==> config.mk <==
export PLATFORM = sky130hd
export DESIGN_NAME = evt_updown_counter
export DESIGN_NICKNAME = d
export VERILOG_FILES = /design/src/rtl/evt_cnt_pkg.sv /design/src/rtl/evt_edge_detect.sv /design/src/rtl/evt_acc_core.sv /design/src/rtl/evt_status_flags.sv /design/src/rtl/evt_updown_counter.sv
export SDC_FILE = /design/constraint.sdc
export NUM_CORES = 1
export LEC_CHECK = 0
export BUFFER_PORTS_ARGS = -buffer_cell sky130_fd_sc_hd__buf_2
export CAP_MARGIN = 10
export CELL_PAD_IN_SITES_DETAIL_PLACEMENT = 0
export CELL_PAD_IN_SITES_GLOBAL_PLACEMENT = 2
export CORE_ASPECT_RATIO = 0.6
export CORE_MARGIN = 5
export CORE_UTILIZATION = 33
export DETAILED_ROUTE_END_ITERATION = 8
export PLACE_DENSITY = 0.77
export SETUP_SLACK_MARGIN = 0.2
export SLEW_MARGIN = 20
export SYNTH_ARGS = -nofsm -noshare
export SYNTH_HDL_FRONTEND = slang
export SYNTH_HIERARCHICAL = 1
export SYNTH_SLANG_ARGS = --single-unit
==> constraint.sdc <==
create_clock -name clk -period 5.9 [get_ports clk]
set_input_delay 1.18 -clock clk [delete_from_list [all_inputs] [get_ports clk]]
set_output_delay 1.18 -clock clk [all_outputs]
set_load 0.05 [all_outputs]
==> src/rtl/evt_cnt_pkg.sv <==
package evt_cnt_pkg;

   typedef enum logic [2:0] {
      OP_HOLD  = 3'd0,
      OP_CLEAR = 3'd1,
      OP_LOAD  = 3'd2,
      OP_INC   = 3'd3,
      OP_DEC   = 3'd4
   } acc_op_e;

   // Priority: clear, then load, then a net edge direction.
   function automatic acc_op_e pick_op(input logic clr_i, input logic load_i,
                                       input logic inc_i, input logic dec_i);
      acc_op_e op;
      if (clr_i)               op = OP_CLEAR;
      else if (load_i)         op = OP_LOAD;
      else if (inc_i && !dec_i) op = OP_INC;
      else if (dec_i && !inc_i) op = OP_DEC;
      else                     op = OP_HOLD;
      return op;
   endfunction

endpackage

==> src/rtl/evt_edge_detect.sv <==
module evt_edge_detect #(
   parameter int CH = 2
) (
   input  logic          clk,
   input  logic          rst_n,
   input  logic [CH-1:0] lvl,
   output logic [CH-1:0] rise,
   output logic [CH-1:0] held
);

   if (CH < 1) begin : g_bad_ch
      $error("evt_edge_detect: CH must be at least 1");
   end

   for (genvar i = 0; i < CH; i++) begin : g_ch
      logic q;

      always_ff @(posedge clk or negedge rst_n) begin
         if (!rst_n) q <= 1'b0;
         else        q <= lvl[i];
      end

      assign rise[i] = lvl[i] & ~q;
      assign held[i] = q;

      // a detected edge cannot repeat on the next clock without a fall.
      a_r1_single_edge: assert property (@(posedge clk) disable iff (!rst_n)
         rise[i] |=> !rise[i]);
   end

endmodule

==> src/rtl/evt_acc_core.sv <==
module evt_acc_core
   import evt_cnt_pkg::*;
#(
   parameter int CNT_W = 16
) (
   input  logic                    clk,
   input  logic                    rst_n,
   input  logic                    clr,
   input  logic                    load,
   input  logic                    inc,
   input  logic                    dec,
   input  logic signed [CNT_W-1:0] preset,
   output logic signed [CNT_W-1:0] acc_q,
   output logic signed [CNT_W-1:0] acc_next,
   output logic                    ovf_evt,
   output logic                    unf_evt
);

   localparam logic signed [CNT_W-1:0] MAX_V = {1'b0, {(CNT_W-1){1'b1}}};
   localparam logic signed [CNT_W-1:0] MIN_V = {1'b1, {(CNT_W-1){1'b0}}};
   localparam logic signed [CNT_W-1:0] ONE_V = {{(CNT_W-1){1'b0}}, 1'b1};

   if (CNT_W < 2) begin : g_bad_w
      $error("evt_acc_core: CNT_W must be at least 2");
   end

   acc_op_e op;

   always_comb begin
      op       = pick_op(clr, load, inc, dec);
      acc_next = acc_q;
      ovf_evt  = 1'b0;
      unf_evt  = 1'b0;
      case (op)
         OP_CLEAR: acc_next = '0;
         OP_LOAD:  acc_next = preset;
         OP_INC: begin
            // two's-complement add wraps naturally at the top
            acc_next = acc_q + ONE_V;
            ovf_evt  = (acc_q == MAX_V);
         end
         OP_DEC: begin
            acc_next = acc_q - ONE_V;
            unf_evt  = (acc_q == MIN_V);
         end
         default: acc_next = acc_q;
      endcase
   end

   always_ff @(posedge clk or negedge rst_n) begin
      if (!rst_n) acc_q <= '0;
      else        acc_q <= acc_next;
   end

   a_r8_clear_zero: assert property (@(posedge clk) disable iff (!rst_n)
      clr |=> (acc_q == '0));

   a_r9_load_copy: assert property (@(posedge clk) disable iff (!rst_n)
      (!clr && load) |=> (acc_q == $past(preset)));

   a_r10_idle_hold: assert property (@(posedge clk) disable iff (!rst_n)
      (!clr && !load && !inc && !dec) |=> $stable(acc_q));

   a_r3_cancel: assert property (@(posedge clk) disable iff (!rst_n)
      (!clr && !load && inc && dec) |=> $stable(acc_q));

   a_r4_wrap_top: assert property (@(posedge clk) disable iff (!rst_n)
      (!clr && !load && inc && !dec && acc_q == MAX_V) |=> (acc_q == MIN_V));

   a_r5_wrap_bottom: assert property (@(posedge clk) disable iff (!rst_n)
      (!clr && !load && dec && !inc && acc_q == MIN_V) |=> (acc_q == MAX_V));

   a_r1_up_step: assert property (@(posedge clk) disable iff (!rst_n)
      (!clr && !load && inc && !dec && acc_q != MAX_V) |=> (acc_q == $past(acc_q) + ONE_V));

   a_r2_down_step: assert property (@(posedge clk) disable iff (!rst_n)
      (!clr && !load && dec && !inc && acc_q != MIN_V) |=> (acc_q == $past(acc_q) - ONE_V));

endmodule

==> src/rtl/evt_status_flags.sv <==
module evt_status_flags #(
   parameter int CNT_W = 16
) (
   input  logic                    clk,
   input  logic                    rst_n,
   input  logic                    clr,
   input  logic signed [CNT_W-1:0] acc_next,
   input  logic signed [CNT_W-1:0] preset,
   input  logic                    ovf_evt,
   input  logic                    unf_evt,
   output logic                    done,
   output logic                    empty,
   output logic                    ovf,
   output logic                    unf
);

   always_ff @(posedge clk or negedge rst_n) begin
      if (!rst_n) begin
         done  <= 1'b0;
         empty <= 1'b1;
         ovf   <= 1'b0;
         unf   <= 1'b0;
      end else begin
         done  <= (acc_next >= preset);
         empty <= (acc_next == '0);
         if (clr) begin
            ovf <= 1'b0;
            unf <= 1'b0;
         end else begin
            if (ovf_evt) ovf <= 1'b1;
            if (unf_evt) unf <= 1'b1;
         end
      end
   end

   a_r4_ovf_sticky: assert property (@(posedge clk) disable iff (!rst_n)
      (ovf && !clr) |=> ovf);

   a_r5_unf_sticky: assert property (@(posedge clk) disable iff (!rst_n)
      (unf && !clr) |=> unf);

   a_r8_flags_clear: assert property (@(posedge clk) disable iff (!rst_n)
      clr |=> (!ovf && !unf));

endmodule

==> src/rtl/evt_updown_counter.sv <==
module evt_updown_counter #(
   parameter int CNT_W = 16
) (
   input  logic                    clk,
   input  logic                    rst_n,
   input  logic                    up_in,
   input  logic                    dn_in,
   input  logic                    clr,
   input  logic                    load,
   input  logic signed [CNT_W-1:0] preset,
   output logic signed [CNT_W-1:0] acc,
   output logic                    done,
   output logic                    ovf,
   output logic                    unf,
   output logic                    empty,
   output logic                    up_en,
   output logic                    dn_en
);

   localparam int CH     = 2;
   localparam int CH_UP  = 0;
   localparam int CH_DN  = 1;

   if (CNT_W < 2 || CNT_W > 64) begin : g_bad_w
      $error("evt_updown_counter: CNT_W out of range");
   end

   logic [CH-1:0] lvl, rise, held;
   logic signed [CNT_W-1:0] acc_next;
   logic ovf_evt, unf_evt;

   assign lvl[CH_UP] = up_in;
   assign lvl[CH_DN] = dn_in;

   evt_edge_detect #(.CH(CH)) u_edge (
      .clk   (clk),
      .rst_n (rst_n),
      .lvl   (lvl),
      .rise  (rise),
      .held  (held)
   );

   evt_acc_core #(.CNT_W(CNT_W)) u_core (
      .clk      (clk),
      .rst_n    (rst_n),
      .clr      (clr),
      .load     (load),
      .inc      (rise[CH_UP]),
      .dec      (rise[CH_DN]),
      .preset   (preset),
      .acc_q    (acc),
      .acc_next (acc_next),
      .ovf_evt  (ovf_evt),
      .unf_evt  (unf_evt)
   );

   evt_status_flags #(.CNT_W(CNT_W)) u_flags (
      .clk      (clk),
      .rst_n    (rst_n),
      .clr      (clr),
      .acc_next (acc_next),
      .preset   (preset),
      .ovf_evt  (ovf_evt),
      .unf_evt  (unf_evt),
      .done     (done),
      .empty    (empty),
      .ovf      (ovf),
      .unf      (unf)
   );

   assign up_en = held[CH_UP];
   assign dn_en = held[CH_DN];

   a_r7_empty_match: assert property (@(posedge clk) disable iff (!rst_n)
      empty == (acc == '0));

   a_r6_done_match: assert property (@(posedge clk) disable iff (!rst_n)
      $past(rst_n) |-> (done == (acc >= $past(preset))));

   a_r11_up_mirror: assert property (@(posedge clk) disable iff (!rst_n)
      $past(rst_n) |-> (up_en == $past(up_in)));

   a_r11_dn_mirror: assert property (@(posedge clk) disable iff (!rst_n)
      $past(rst_n) |-> (dn_en == $past(dn_in)));

endmodule

[After elaboration in Yosys (flattened, before gate mapping)]
Index checks and enable logic that the tools add are counted.
Word-level totals
  bits in registers: 22
  output and inout port bits: 22
  word-level logic and storage cells: 38
Operators by class
  eq/ne operators: 6
  mux-type cells: 11
  $add $sub $neg: 2
  bitwise gates (word level): 4
  reduce and logical (&&, ||, !) cells: 7
  $lt $le $gt $ge: 1
Operators by type and width (number)
  $pmux 16 s4: 1
  $eq 16x16->1 const B: 2
  $add 16x2->16 const B: 1
  $ge 16x16->1: 1
  $logic_not 16->1: 1
  $sub 16x2->16 const B: 1
  $mux 3: 4
  $eq 3x2->1 const B: 2
  $mux 1: 6
  $reduce_bool 2->1: 2
  $eq 3x1->1 const B: 1
  $eq 3x3->1 const B: 1
  $and 1x1->1: 2
  $logic_and 1x1->1: 2
  $logic_not 1->1: 2
  $not 1->1: 2

[Depth between registers and ports, before layout]
  depth in word-level cells: 12
  gate-level depth with buffers: 19
  depth with buffers taken out: 18

[Hierarchy]
The synthesis kept the hierarchy.
Modules (own cells, without submodules)
  evt_acc_core: sequential area each 400.4 um^2, times used 1, cells an instance 185, area each 1559.0 um^2
  evt_status_flags: sequential area each 101.3 um^2, times used 1, cells an instance 68, area each 561.8 um^2
  evt_edge_detect: sequential area each 50.0 um^2, times used 1, cells an instance 6, area each 92.6 um^2

[Least setup slack after synthesis]
Ideal clock, no wire load.
  path kind: input -> register
  from: in load
  to: reg u_flags.done
  cell stages on the path: 19
  data required time: 5.772 ns
  path buffers: 2
  arrival: 4.959 ns
  slack: 0.814 ns
  path through: clkbuf_1 > nor2_1 > nand2_1 > inv_1 > ha_1 > buf_4 > a21o_1 > a311oi_1 > o21ai_1 > a211oi_1 > xnor2_1 > nor3_1 > a2111oi_2 > ha_1 > a21oi_1 > nand2_1 > a21oi_1 > nor4b_1 > mux2_1
Between the ends
  cells in the longest elaborated chain, start to end: 5
  elaborated cells between the ends (all ways): 8
Ends and longest elaborated chain
  start, declared: RTL line evt_updown_counter.sv:9  | input logic load,
  $mux 3 *: RTL line evt_cnt_pkg.sv:16  | else if (load_i) op = OP_LOAD;
  $mux 3 *: RTL line evt_cnt_pkg.sv:15  | if (clr_i) op = OP_CLEAR;
  $eq 3x3->1, or another cell as far along: RTL line evt_acc_core.sv:34  | case (op)
  $pmux 16 s4 *: RTL line evt_acc_core.sv:34
  via acc_next[14]: RTL line evt_updown_counter.sv:29  | logic signed [CNT_W-1:0] acc_next;
  $ge 16x16->1 *: RTL line evt_status_flags.sv:24  | done <= (acc_next >= preset);
  end signal, assigned: RTL line evt_status_flags.sv:24
  end, declared: RTL line evt_status_flags.sv:11  | output logic done,
The timed path passes the listed nets; every way through them passes the cells marked *.
A chain may end at the register's enable or synchronous reset.

[Final worst setup path]
  from: in dn_in
  to: reg u_flags.done
Between the ends
  cells in the longest elaborated chain, start to end: 9
  elaborated cells between the ends (all ways): 14
Ends and longest elaborated chain
  start, declared: RTL line evt_updown_counter.sv:7  | input logic dn_in,
  $and 1x1->1 *: RTL line evt_edge_detect.sv:23  | assign rise[i] = lvl[i] & ~q;
  via rise[1]: RTL line evt_updown_counter.sv:28  | logic [CH-1:0] lvl, rise, held;
  $logic_and 1x1->1 / $logic_not 1->1 (equally long branches): RTL line evt_cnt_pkg.sv:18, evt_cnt_pkg.sv:17
  $mux 3 / $logic_and 1x1->1 (equally long branches): RTL line evt_cnt_pkg.sv:18, evt_cnt_pkg.sv:17
  $mux 3 *: RTL line evt_cnt_pkg.sv:17  | else if (inc_i && !dec_i) op = OP_INC;
  $mux 3 *: RTL line evt_cnt_pkg.sv:16
  $mux 3 *: RTL line evt_cnt_pkg.sv:15
  $eq 3x3->1, or another cell as far along: RTL line evt_acc_core.sv:34
  $pmux 16 s4 *: RTL line evt_acc_core.sv:34
  via acc_next[15]: RTL line evt_updown_counter.sv:29
  $ge 16x16->1 *: RTL line evt_status_flags.sv:24
Marked as above.

==> impl_metrics.env <==
export IMPL_status="complete, no violations"
export IMPL_worstPathArrival_ns=5.48
export IMPL_io_buffer_count=43
export IMPL_final_hold_violation_count=0
export IMPL_peakVddDrop_mv=0.0766
export IMPL_drtIter0Drc=169
export IMPL_crit_path_cell_trace="buf_2 > nor2b_4 > nor2b_1 > nand2_1 > clkinvlp_4 > ha_1 > nand2_1 > nor3_1 > o211ai_1 > o311a_1 > o311ai_1 > mux2i_1 > a221o_1 > ha_1 > nand4_1 > a2111oi_1 > nor4b_1 > mux2_1"
export IMPL_period_share=0.903
export IMPL_rsz0062_at_grt="no"
export IMPL_dpl_hpwl_um=5830
export IMPL_routedWlPerCell_um=18.3
export IMPL_crit_type="in2reg"
export IMPL_cp_top_family="compound AO/OA/AOI/OAI gates"
export IMPL_p_leak_nw=1.26
export IMPL_grt_pass1_vias=2106
export IMPL_fill_cells=693
export IMPL_stdcell_area_um2=2570
export IMPL_whs_ns=0.508
export IMPL_seq_area_frac_synth=0.249
export IMPL_cp_max_fo=14
export IMPL_routabilityCongestion=0.888
export IMPL_fin_worst_skew_ns=0.00848
export IMPL_setup_violations=0
export IMPL_hold_class="reg2reg"
export IMPL_num_io_pins=44
export IMPL_clk_latency_ns=0.27
export IMPL_synth_top_area_share=0.237
export IMPL_maxCapViolCount=0
export IMPL_core_region_area_um2=6590
export IMPL_syn_nets=312
export IMPL_die_area_um2=8500
export IMPL_yosys_warnings=6
export IMPL_clk_pin_slew_ns=0.09
export IMPL_cts_tree="done"
export IMPL_slew_viol_final=0
export IMPL_ys_ff_latch=22
export IMPL_fmax_ghz=0.188
export IMPL_cts_max_level=1
export IMPL_post_route_util=0.390
export IMPL_tns_ns=0
export IMPL_synth_cells=259
export IMPL_fin_crit_ns=5.33
export IMPL_syn_area_per_cell_um2=8.55
export IMPL_tightest_slew_ns=0.704
export IMPL_numCtsBuffers=3
export IMPL_cts_sinks=22
export IMPL_max_slew_margin_rel=0.526
export IMPL_powerDensity_nw_per_um2=176
export IMPL_gr_total_overflow=0
export IMPL_placed_area_um2=2520
export IMPL_clock_path_buffers=2
export IMPL_nNetsFinal=356
export IMPL_synth_area_leaders="dfrtp_1 (24%), ha_1 (17%), a22oi_1 (4.4%), inv_1 (4.2%), a21oi_1 (3.6%)"
export IMPL_synth_distinct_cells=49
export IMPL_grt_usage=0.175
export IMPL_antenna_found_initial=0
export IMPL_drtAntennaViolNets=0
export IMPL_grt_start_max_net_pins=23
export IMPL_n_antenna_cell=0
export IMPL_regArea_um2=552
export IMPL_rows=23
export IMPL_viasPerCell=5.54
export IMPL_cts_hold_buffers=0
export IMPL_drtPass1Iterations=4
export IMPL_synth_area_um2=2210
export IMPL_die_w_um=116
export IMPL_required_ns=6.05
export IMPL_cp_end_kind="flip-flop"
export IMPL_async_flop_share=1.00
export IMPL_grt_pass1_wl_um=11400
export IMPL_synth_ff_type="dfrtp_1"
export IMPL_initial_core_util=0.336
export IMPL_cp_slowest_cell="ha_1"
export IMPL_syn_to_final_growth_pct=16.2
export IMPL_route_detailed_drc=0
export IMPL_cts_root_buffer="clkbuf_8"
export IMPL_yosysTopAreaCell="dfrtp_1"
export IMPL_multi_input_area_um2=1520
export IMPL_fp_dieH_um=73.4
export IMPL_drive_gt1_frac=0.202
export IMPL_path_buf_inv=2
export IMPL_start_kind="input pin"
export IMPL_synth_edf_count=0
export IMPL_critPathMaxStageDelay_ns=0.53
export IMPL_drt_wl_total_um=7120
export IMPL_vias=2156
sequential cells by signal (all words and copies together), names as in the netlist:
| signal | cells |
|---|---|
| u_core/acc_q | 16 |
| u_edge/g_ch.q | 2 |
| u_flags/done | 1 |
| u_flags/empty | 1 |
| u_flags/ovf | 1 |
| u_flags/unf | 1 |
per-stage QoR:
step | cells | power [mW] | worst slack (ns)
2_1_floorplan | 259 | 0.297 | 0.814
5_1_grt | 389 | 0.482 | 0.213
6_report | 389 | 0.453 | 0.570
3_5_place_dp | 385 | 0.353 | 0.318
4_1_cts | 389 | 0.458 | 0.605
3_3_place_gp | 385 | 0.354 | 0.400
where the power goes:
part	leakage, nW	internal, mW	switching (mW)
clock network	0.0228	0.0483	0.0547
registers	0.285	0.161	0.0169
logic	0.949	0.0575	0.115
total	1.26	0.267	0.186
worst reg2reg max path, stage by stage (launching register included):
cell	delay [ns]
dfrtp_1	0.40
nor2b_4	0.05
nor2b_1	0.13
nand2_1	0.19
clkinvlp_4	0.33
ha_1	0.54
nand2_1	0.12
nor3_1	0.29
o211ai_1	0.19
o311a_1	0.32
o311ai_1	0.12
mux2i_1	0.15
a221o_1	0.34
ha_1	0.35
nand4_1	0.18
a2111oi_1	0.42
nor4b_1	0.10
mux2_1	0.32
repair_timing:
action,in CTS,in global routing
buffers inserted,0,0
resized for setup,0,1
endpoints found under the setup margin,0,1
worst paths after layout:
| kind | startpoint | endpoint | slack, ns | cells after the start |
|---|---|---|---|---|
| setup reg to reg | u_edge/g_ch[1].q$_DFF_PN0_ | u_flags/done$_DFF_PN0_ | 1.24 | 17 |
| hold / removal | u_flags/unf$_DFFE_PN0P_ | u_flags/unf$_DFFE_PN0P_ | 0.51 | 2 |
| max in group asynchronous | rst_n | u_flags/empty$_DFF_PN1_ | 4.66 | 1 |
| min in group asynchronous | rst_n | u_core/acc_q[3]$_DFF_PN0_ | 0.88 | 1 |
| setup / recovery | dn_in | u_flags/done$_DFF_PN0_ | 0.57 | 18 |
| hold reg to reg | u_flags/unf$_DFFE_PN0P_ | u_flags/unf$_DFFE_PN0P_ | 0.51 | 2 |
kinds of logic after synthesis:
| logic type | share of synthesized area |
|---|---|
| flip-flops | 0.249 |
| AO/OA/AOI/OAI | 0.262 |
| XOR/XNOR | 0.0356 |
| buffers and inverters | 0.0661 |
| multiplexers | 0.00961 |
| adder cells (fa/ha/maj) | 0.179 |
| AND/OR/NAND/NOR | 0.199 |
per-layer routing:
| layer | global-route usage | wire [um] | up-vias | share of wire |
|---|---|---|---|---|
| met2 | 0.251 | 2850 | 74 | 0.40 |
| met4 | 0.0270 | 32 | 0 | 0.0045 |
| li1 | - | - | 1067 | - |
| met3 | 0.0453 | 731 | 4 | 0.10 |
| met5 | 0 | 0 | - | 0 |
| met1 | 0.267 | 3510 | 1011 | 0.49 |
synthesized netlist by cell type (all sizes together), types with 3 or more instances:
cell type and number:
nand4 8, o211ai 4, nand3 4, nand2 17
nor2 15, ha 30, xor2 3, a2111oi 3
nor2b 7, nand2b 3, a211oi 4, a21o 5
clkbuf 4, nor3 8, buf 5, o31ai 5
inv 25, o21a 5, nor4 8, xnor2 6
dfrtp 21, a22oi 13, a21oi 16, o21ai 16
layout make-up:
type	count	share of cell area
Clock buffer	4	0.0175
Inverter	25	0.0380
Multi-Input combinational cell	203	0.589
Sequential cell	22	0.215
Tap cell	87	0.0423
Timing Repair Buffer	48	0.0983
layout by cell type, fill, tap and decap left out, types with 2 or more instances in the layout:
cell,count
nand4_1,8
o211ai_1,4
o31ai_2,2
a22oi_1,13
nor4_1,8
xor2_1,3
o31ai_1,3
nand2_1,17
buf_2,43
a21o_1,5
or4_1,2
nor4b_1,2
nor2b_4,2
ha_1,30
nand2b_1,3
inv_1,24
a311oi_1,2
o21ai_0,8
nor2_1,15
xnor2_1,6
a211oi_1,4
nand3_1,4
clkbuf_8,3
o21a_1,5
nor2b_1,5
a21oi_1,16
nand4b_1,2
nor3_1,8
buf_4,5
o21ai_1,8
dfrtp_1,21
(Power assumes the default switching activity.)
